File: config.mk
export PLATFORM = sky130hd
export DESIGN_NAME = dpot_serial_ctrl
export DESIGN_NICKNAME = d
export VERILOG_FILES = /design/src/rtl/dpot_serial_ctrl.sv
export SDC_FILE = /design/constraint.sdc
export NUM_CORES = 1
export LEC_CHECK = 0
export ABC_CLOCK_PERIOD_IN_PS = 2550
export CAP_MARGIN = 10
export CORE_ASPECT_RATIO = 1.2
export CORE_UTILIZATION = 54
export CTS_CLUSTER_DIAMETER = 80
export DETAILED_ROUTE_END_ITERATION = 7
export GPL_TIMING_DRIVEN = 0
export PLACE_DENSITY = 0.76
export SLEW_MARGIN = 10
export SYNTH_ARGS = -nofsm -noshare
export SYNTH_HDL_FRONTEND = slang
export SYNTH_SLANG_ARGS = --single-unit
File: constraint.sdc
create_clock -name clk -period 2.55 [get_ports clk]
set_clock_uncertainty 0.15 [all_clocks]
set_input_delay 0.255 -clock clk [delete_from_list [all_inputs] [get_ports clk]]
set_output_delay 0.255 -clock clk [all_outputs]
set_load 0.02 [all_outputs]
File: src/rtl/dpot_serial_ctrl.sv
module dpot_serial_ctrl #(
  parameter int WIPER_W   = 10,
  parameter int FRAME_W   = 24,
  parameter int STORE_CYC = 2000,
  parameter int LOAD_CYC  = 8
) (
  input  logic               clk,
  input  logic               rst_n,
  input  logic               sclk,
  input  logic               sdi,
  input  logic               cs_n,
  input  logic               wp_n,
  input  logic               preset,
  output logic               sdo,
  output logic               rdy,
  output logic [WIPER_W-1:0] wiper,
  output logic [1:0]         gpo
);
  localparam int DATA_W  = FRAME_W - 8;
  localparam int WMAX    = (1 << WIPER_W) - 1;
  localparam int WMID    = 1 << (WIPER_W - 1);
  localparam int CNT_MAX = (STORE_CYC > LOAD_CYC) ? STORE_CYC : LOAD_CYC;
  localparam int CNT_W   = $clog2(CNT_MAX + 1);
  localparam int BC_W    = $clog2(FRAME_W + 2);

  typedef enum logic [2:0] {OP_IDLE, OP_STW, OP_STD, OP_RELOAD, OP_RBNV, OP_RBLIVE} op_t;

  logic [2:0] sclk_q, cs_q, pr_q;
  logic [1:0] sdi_q, wp_q;
  logic [FRAME_W-1:0] shreg;
  logic [BC_W-1:0]    bitcnt;
  logic [WIPER_W-1:0] nv_w;
  logic [1:0]         nv_o;
  logic [CNT_W-1:0]   busy;
  op_t                op;
  logic [3:0]         op_addr;
  logic [DATA_W-1:0]  op_data;

  wire sclk_rise = sclk_q[1] & ~sclk_q[2];
  wire cs_rise   = cs_q[1] & ~cs_q[2];
  wire cs_fall   = ~cs_q[1] & cs_q[2];
  wire pr_rise   = pr_q[1] & ~pr_q[2];
  wire wp_ok     = wp_q[1];
  wire [3:0] f_cmd  = shreg[FRAME_W-1 -: 4];
  wire [3:0] f_addr = shreg[FRAME_W-5 -: 4];
  wire [DATA_W-1:0] f_data = shreg[DATA_W-1:0];
  wire frame_ok = cs_rise && (bitcnt == BC_W'(FRAME_W));
  wire idle     = (busy == '0);
  wire frame_go = frame_ok && idle;

  assign sdo   = shreg[FRAME_W-1];
  assign rdy   = idle;
  assign gpo   = nv_o;

  function automatic logic [WIPER_W-1:0] clampw(input logic [DATA_W-1:0] d);
    if (d > DATA_W'(WMAX)) return WIPER_W'(WMAX);
    return d[WIPER_W-1:0];
  endfunction

  function automatic logic [FRAME_W-1:0] rb_word(input logic live, input logic [3:0] a);
    logic [FRAME_W-1:0] r;
    r = '0;
    if (a == 4'd0) r[WIPER_W-1:0] = live ? wiper : nv_w;
    else if (a == 4'd1) r[1:0] = nv_o;
    return r;
  endfunction

  always_ff @(posedge clk or negedge rst_n) begin
    if (!rst_n) begin
      sclk_q  <= '0;
      cs_q    <= '1;
      pr_q    <= '1;
      sdi_q   <= '0;
      wp_q    <= '1;
      shreg   <= '0;
      bitcnt  <= '0;
      nv_w    <= WIPER_W'(WMID);
      nv_o    <= '0;
      wiper   <= WIPER_W'(WMID);
      busy    <= '0;
      op      <= OP_IDLE;
      op_addr <= '0;
      op_data <= '0;
    end else begin
      sclk_q <= {sclk_q[1:0], sclk};
      cs_q   <= {cs_q[1:0], cs_n};
      pr_q   <= {pr_q[1:0], preset};
      sdi_q  <= {sdi_q[0], sdi};
      wp_q   <= {wp_q[0], wp_n};

      if (cs_fall) begin
        bitcnt <= '0;
      end else if (sclk_rise && !cs_q[1]) begin
        shreg <= {shreg[FRAME_W-2:0], sdi_q[1]};
        if (bitcnt != BC_W'(FRAME_W + 1)) bitcnt <= bitcnt + 1'b1;
      end

      if (!idle) begin
        busy <= busy - 1'b1;
        if (busy == CNT_W'(1)) begin
          op <= OP_IDLE;
          case (op)
            OP_STW:    nv_w <= wiper;
            OP_STD: begin
              if (op_addr == 4'd0) nv_w <= clampw(op_data);
              else if (op_addr == 4'd1) nv_o <= op_data[1:0];
            end
            OP_RELOAD: wiper <= nv_w;
            OP_RBNV:   shreg <= rb_word(1'b0, op_addr);
            OP_RBLIVE: shreg <= rb_word(1'b1, op_addr);
            default: ;
          endcase
        end
      end else if (frame_go) begin
        op_addr <= f_addr;
        op_data <= f_data;
        case (f_cmd)
          4'd1: wiper <= nv_w;
          4'd2: if (wp_ok) begin
            op   <= OP_STW;
            busy <= CNT_W'(STORE_CYC);
          end
          4'd3: if (wp_ok) begin
            op   <= OP_STD;
            busy <= CNT_W'(STORE_CYC);
          end
          4'd8: begin
            op   <= OP_RELOAD;
            busy <= CNT_W'(LOAD_CYC);
          end
          4'd9: begin
            op   <= OP_RBNV;
            busy <= CNT_W'(LOAD_CYC);
          end
          4'd10: begin
            op   <= OP_RBLIVE;
            busy <= CNT_W'(LOAD_CYC);
          end
          4'd11: if (wp_ok && f_addr == 4'd0) wiper <= clampw(f_data);
          default: ;
        endcase
      end else if (pr_rise) begin
        op   <= OP_RELOAD;
        busy <= CNT_W'(LOAD_CYC);
      end
    end
  end

  a_r4_short_frame_dropped: assert property (@(posedge clk) disable iff (!rst_n)
    (cs_rise && bitcnt != BC_W'(FRAME_W) && idle && !pr_rise) |=> (rdy && $stable(wiper)));

  a_r9_wp_blocks_writes: assert property (@(posedge clk) disable iff (!rst_n)
    (frame_go && !wp_ok && (f_cmd == 4'd2 || f_cmd == 4'd3 || f_cmd == 4'd11))
    |=> (rdy && $stable(wiper) && $stable(nv_o)));

  a_r10_preset_starts_busy: assert property (@(posedge clk) disable iff (!rst_n)
    (pr_rise && idle && !frame_ok) |=> !rdy);

  a_r6_store_at_completion: assert property (@(posedge clk) disable iff (!rst_n)
    !$stable(nv_w) |-> ($past(busy) == CNT_W'(1)));

  a_r11_busy_ignores_frame: assert property (@(posedge clk) disable iff (!rst_n)
    (cs_rise && busy > CNT_W'(1)) |=> (!rdy && busy == $past(busy) - 1'b1));
endmodule

### Yosys cells after proc, flatten, opt, wreduce, memory -nomap -nowiden

Index checks and enable logic that the tools add are counted.
W data, S select, Z words.

| cells by class | value |
|---|---|
| order comparisons | 2 |
| $mul | 0 |
| divide/modulo/power cells | 0 |
| multiplexer cells | 47 |
| bitwise gates (word level) | 10 |
| $add $sub $neg | 2 |
| shifts and indexed selects | 0 |
| reductions and logical operators | 22 |
| equal/unequal tests | 26 |

Operators with widths:

| kind | count |
|---|---|
| $mux W10 | 10 |
| $mux W24 | 4 |
| $pmux W24 S2 | 1 |
| $mux W11 | 4 |
| $pmux W10 S2 | 2 |
| $gt A16 B10 Y1 const B | 2 |
| $pmux W11 S2 | 1 |
| $mux W3 | 6 |
| $eq A4 B4 Y1 const B | 4 |
| $mux W8 | 2 |
| $ne A4 B4 Y1 const B | 4 |
| $mux W5 | 3 |
| $pmux W3 S5 | 1 |
| $reduce_and A5 Y1 | 3 |
| $eq A11 B1 Y1 const B | 1 |
| $logic_not A11 Y1 | 1 |
| $sub A11 B1 Y11 const B | 1 |
| $mux W1 | 10 |
| $reduce_bool A2 Y1 | 5 |
| $eq A4 B1 Y1 const B | 2 |
| $eq A4 B2 Y1 const B | 2 |
| $logic_not A4 Y1 | 2 |
| $ne A7 B2 Y1 const B | 1 |
| $eq A3 B2 Y1 const B | 2 |
| other kinds (20) | 35 |

| word-level totals | value |
|---|---|
| memory bits (writable) | 0 |
| logic and storage cells | 123 |
| memories | 0 |
| input bits | 7 |
| bits in read-only memories | 0 |
| bits in latches | 0 |
| flip-flop bits (word level) | 98 |
| output and inout bits | 14 |

### Depth between registers and ports, before layout

| depth | value |
|---|---|
| depth in word-level cells | 11 |
| depth in mapped cells | 8 |
| gate-level depth less buffers | 8 |

### Worst setup path after synthesis

OpenSTA, ideal clock, no wires.

| timing path | value |
|---|---|
| path type | register -> register |
| start point | register busy[0] |
| end point | register wiper[0] |
| period minus slack after synthesis | 2,565 ps |
| slack | -15 ps |
| required time | 2,275 ps |
| path buffers | 0 |
| arrival time | 2,291 ps |
| cell stages (with the launch flop) | 7 |
| setup time | 125 ps |
| path through | dfrtp_1 > inv_1 > ha_1 > nor3b_1 > a31oi_1 > a2111oi_4 > mux2_2 |

| between the ends | value |
|---|---|
| cells in the longest elaborated chain, start to end | 4 |
| elaborated cells on any way between the ends | 10 |
| those cells by class | eq/ne: 4; mux: 1; reduce/logical: 5 |

RTL lines:

| item | RTL line | source |
|---|---|---|
| start: declaration | 34 | `logic [CNT_W-1:0] busy;` |
| start signal: assignment | 99 | `busy <= busy - 1'b1;` |
| start signal: assignment | 121 | `busy <= CNT_W'(STORE_CYC);` |
| start signal: assignment | 125 | `busy <= CNT_W'(STORE_CYC);` |
| $logic_not A11 Y1 | 48 | `wire idle = (busy == '0);` |
| $logic_and A1 B1 Y1 | 49 | `wire frame_go = frame_ok && idle;` |
| $ne A2 B1 Y1 (no line) | -- |  |
| $reduce_and A5 Y1 (no line) | -- |  |
| end signal: assignment | 79 | `wiper <= WIPER_W'(WMID);` |
| end signal: assignment | 108 | `OP_RELOAD: wiper <= nv_w;` |
| end signal: assignment | 118 | `4'd1: wiper <= nv_w;` |
| end: declaration | 16 | `output logic [WIPER_W-1:0] wiper,` |

Parallel ways exist; a longest one is shown, timed or not.
A chain may end at the register's enable or synchronous reset.

### Worst setup path in the final report

| timing path | value |
|---|---|
| start point | register busy[5] |
| end point | register wiper[3] |

The elaborated chain is that of the path after synthesis.

==> impl_metrics.ini <==
[final_layout]
nNetsFinal = 495
fin_util_pct = 65.8
final_cells = 602
final_area_mm2 = 0.00539
drive_gt1_share_pct = 22.7
diodes = 0
area_growth_pct = 16.6

[placed_design]
place.gp.congestion = 0.812
dp_cells = 577
post_dp_cell_area_mm2 = 0.00500
port_buffers = 20
dp_hpwl_um = 6650

[power]
power.total_mw = 3.77
p_leak_nw = 2.44
vdd.ir_drop.worst_mv = 0.486
power_density_mw_per_mm2 = 699

[setup_path]
endpoint_kind = flip-flop
required_ns = 2.65
path_cells = or4_4 -> nor2_4 -> nand2_2 -> a2111oi_4 -> buf_4 -> clkbuf_16 -> mux2_2
path_class = reg -> reg
cp_slowest_cell = or4_4
cp.depth = 7
path_buf_inv = 2
startpoint_type = flip-flop
cpPeakStageDelay_ns = 0.57
reg2reg_depth = 7
crit_fanout = 6
crit_family = simple AND/OR/NAND/NOR gates
arrival_ns = 2.64

[run]
drv_cap = 0

[floorplan]
die_h_um = 103
die_area_mm2 = 0.00894
core_area_mm2 = 0.00820
die_w_um = 86.5
initial_core_util_pct = 56.4
fp-row-count = 36
pin_count = 21

[route]
drtIter0Drc = 189
wirelength_um = 10400
wl_met3_um = 350
wl_per_cell_um = 17.3
wl_met1_um = 4390
dr.pass1.iters = 4
highest_layer = met4
drc = 0
wl_met2_um = 5370
drt-vias-per-instance = 5.79
dr_total_vias = 3485
ant_nets = 0

[yosys]
ys_warn_count = 0
avgSynthCellArea_um2 = 10.5
ys_seq_area_share_pct = 53.3
synth_nets = 454
synthArstFlopShare_pct = 100
synth_seq_cells = 98
synthFlopType = dfrtp_1
yosysUniqueCellTypes = 47
synth-edff-count = 0
netlist_area_mm2 = 0.00462
synthCells = 442

[sta]
finalCritPeriodShare_pct = 99.6
fin_crit_ns = 2.54
hold_viol = 0
slew_headroom_pct = 27.9
final-setup-viol-count = 0
hold_ws_ns = 0.133
max_freq_ghz = 0.394
worst_slew_pin_slew_ns = 1.07
slew_viol_final = 0

[global_route]
antenna_found_initial = 0
grt_pass1_vias = 3443
gr-usage-all-layers_pct = 24.3
grt_max_degree = 52
grt_pass1_wl_um = 16300
grt-ovfl-total = 0

[clock_tree]
root_buffer = clkbuf_8
clk_pin_slew_worst_paths_ns = 0.09
ctsHtreeMaxLevel = 3
clock_latency_ns = 0.37
cts_tree = done
clkSinkCount = 98
cts_buffers = 9
cts_buffer_depth = 2

[outcome]
status = finished clean

[hold_path]
hp-class = in -> reg
hold_path_depth = 1
## per-layer routing
layer / vias up / global-route usage [%]
li1: 1638 / -
met2: 79 / 42.7
met3: 22 / 4.21
met1: 1746 / 28.5
met5: - / 0
met4: 0 / 13.2
## path summary, 6_finish.rpt
| path | startpoint | slack [ns] | to |
|---|---|---|---|
| max | busy[5] | 0.009 | wiper[3] |
| max in group asynchronous | rst_n | 1.23 | wiper[9] |
| min reg2reg | sclk_q[0] | 0.20 | sclk_q[1] |
| min in group asynchronous | rst_n | 0.29 | busy[6] |
| min | wp_n | 0.13 | wp_q[0] |
| max reg2reg | busy[5] | 0.009 | wiper[3] |
## what timing repair did
action / 4_1_cts / 5_1_grt
setup endpoints to repair: 70 / 30
gates resized for setup: 16 / 13
gates cloned: 0 / 1
hold endpoints to repair: 46 / 0
pin swaps: 3 / 3
setup buffers: 4 / 3
hold buffers: 1 / 0
## cells in the mapped netlist (2+ instances only)
cell | n | area share (%)
nor2b_1 | 7 | 0.95
or4_1 | 2 | 0.32
nand2_1 | 49 | 4.0
a21oi_1 | 42 | 4.5
xnor2_1 | 2 | 0.38
mux2_2 | 50 | 12
nor4_1 | 5 | 0.68
and3_1 | 2 | 0.27
ha_1 | 5 | 1.4
dfrtp_1 | 88 | 48
a31oi_1 | 7 | 0.95
or3_1 | 6 | 0.81
nor3b_1 | 3 | 0.49
xor2_1 | 5 | 0.95
inv_1 | 9 | 0.73
a22o_1 | 3 | 0.57
clkbuf_1 | 14 | 1.1
buf_2 | 2 | 0.22
nor2_1 | 59 | 4.8
o21ai_0 | 14 | 1.5
nor3_1 | 5 | 0.54
nand4_1 | 3 | 0.41
dfstp_2 | 10 | 5.7
o2111ai_1 | 2 | 0.38
nand2b_1 | 3 | 0.41
mux2i_1 | 13 | 2.8
nand3_1 | 11 | 1.2
a311oi_1 | 2 | 0.38
## cells in the final DEF (no fill, tap or decap), types with 10 or more instances in the layout
cell type,count
nand2_1,49
clkbuf_1,11
clkdlybuf4s50_1,18
nand3_1,10
o21ai_0,14
dfstp_2,10
mux2i_1,13
nor2_1,58
mux2_2,50
clkbuf_8,11
dfrtp_1,85
a21oi_1,42
## where the power goes
part / switching [mW] / internal, mW
Clock: 0.514 / 0.508
Combinational: 0.465 / 0.352
Sequential: 0.210 / 1.72
## area by class of cell
class	count	area [µm²]
inverter	10	38.8
multi-input combinational	316	2120
sequential	98	2470
clock buffer	14	163
timing repair buffer	30	337
fill	690	2810
buffer	18	87.6
clock inverter	2	35.0
tap	114	143
## cell families (layout without fill, tap and decap cells)
| family | Yosys count | count (layout) | synth area share, % |
|---|---|---|---|
| DFF | 98 | 98 | 53.3 |
| adders and majority gates | 5 | 5 | 1.35 |
| buffers and inverters | 28 | 74 | 2.35 |
| xor gates and xnor gates | 7 | 7 | 1.33 |
| and+or+nand+nor | 164 | 164 | 16.7 |
| AOI/OAI and AO/OA | 77 | 77 | 9.99 |
| muxes | 63 | 63 | 15.0 |
## metrics by stage
stage               setup slack, ns  setup TNS (ns)
floorplan                   0.00716               0
global placement              -2.42         -238.61
detailed placement           -0.439          -16.63
CTS                         0.00225               0
global route                -0.0329          -0.146
finish                      0.00950               0
## registers in the layout, summed over array words and instances (netlist names)
signal / cells
bitcnt: 5
busy: 11
cs_q: 3
gpo: 2
nv_w: 10
op: 3
op_addr: 4
op_data: 16
pr_q: 3
sclk_q: 3
sdi_q: 2
shreg: 24
wiper: 10
wp_q: 2
Power figures use the tool's default switching activity.
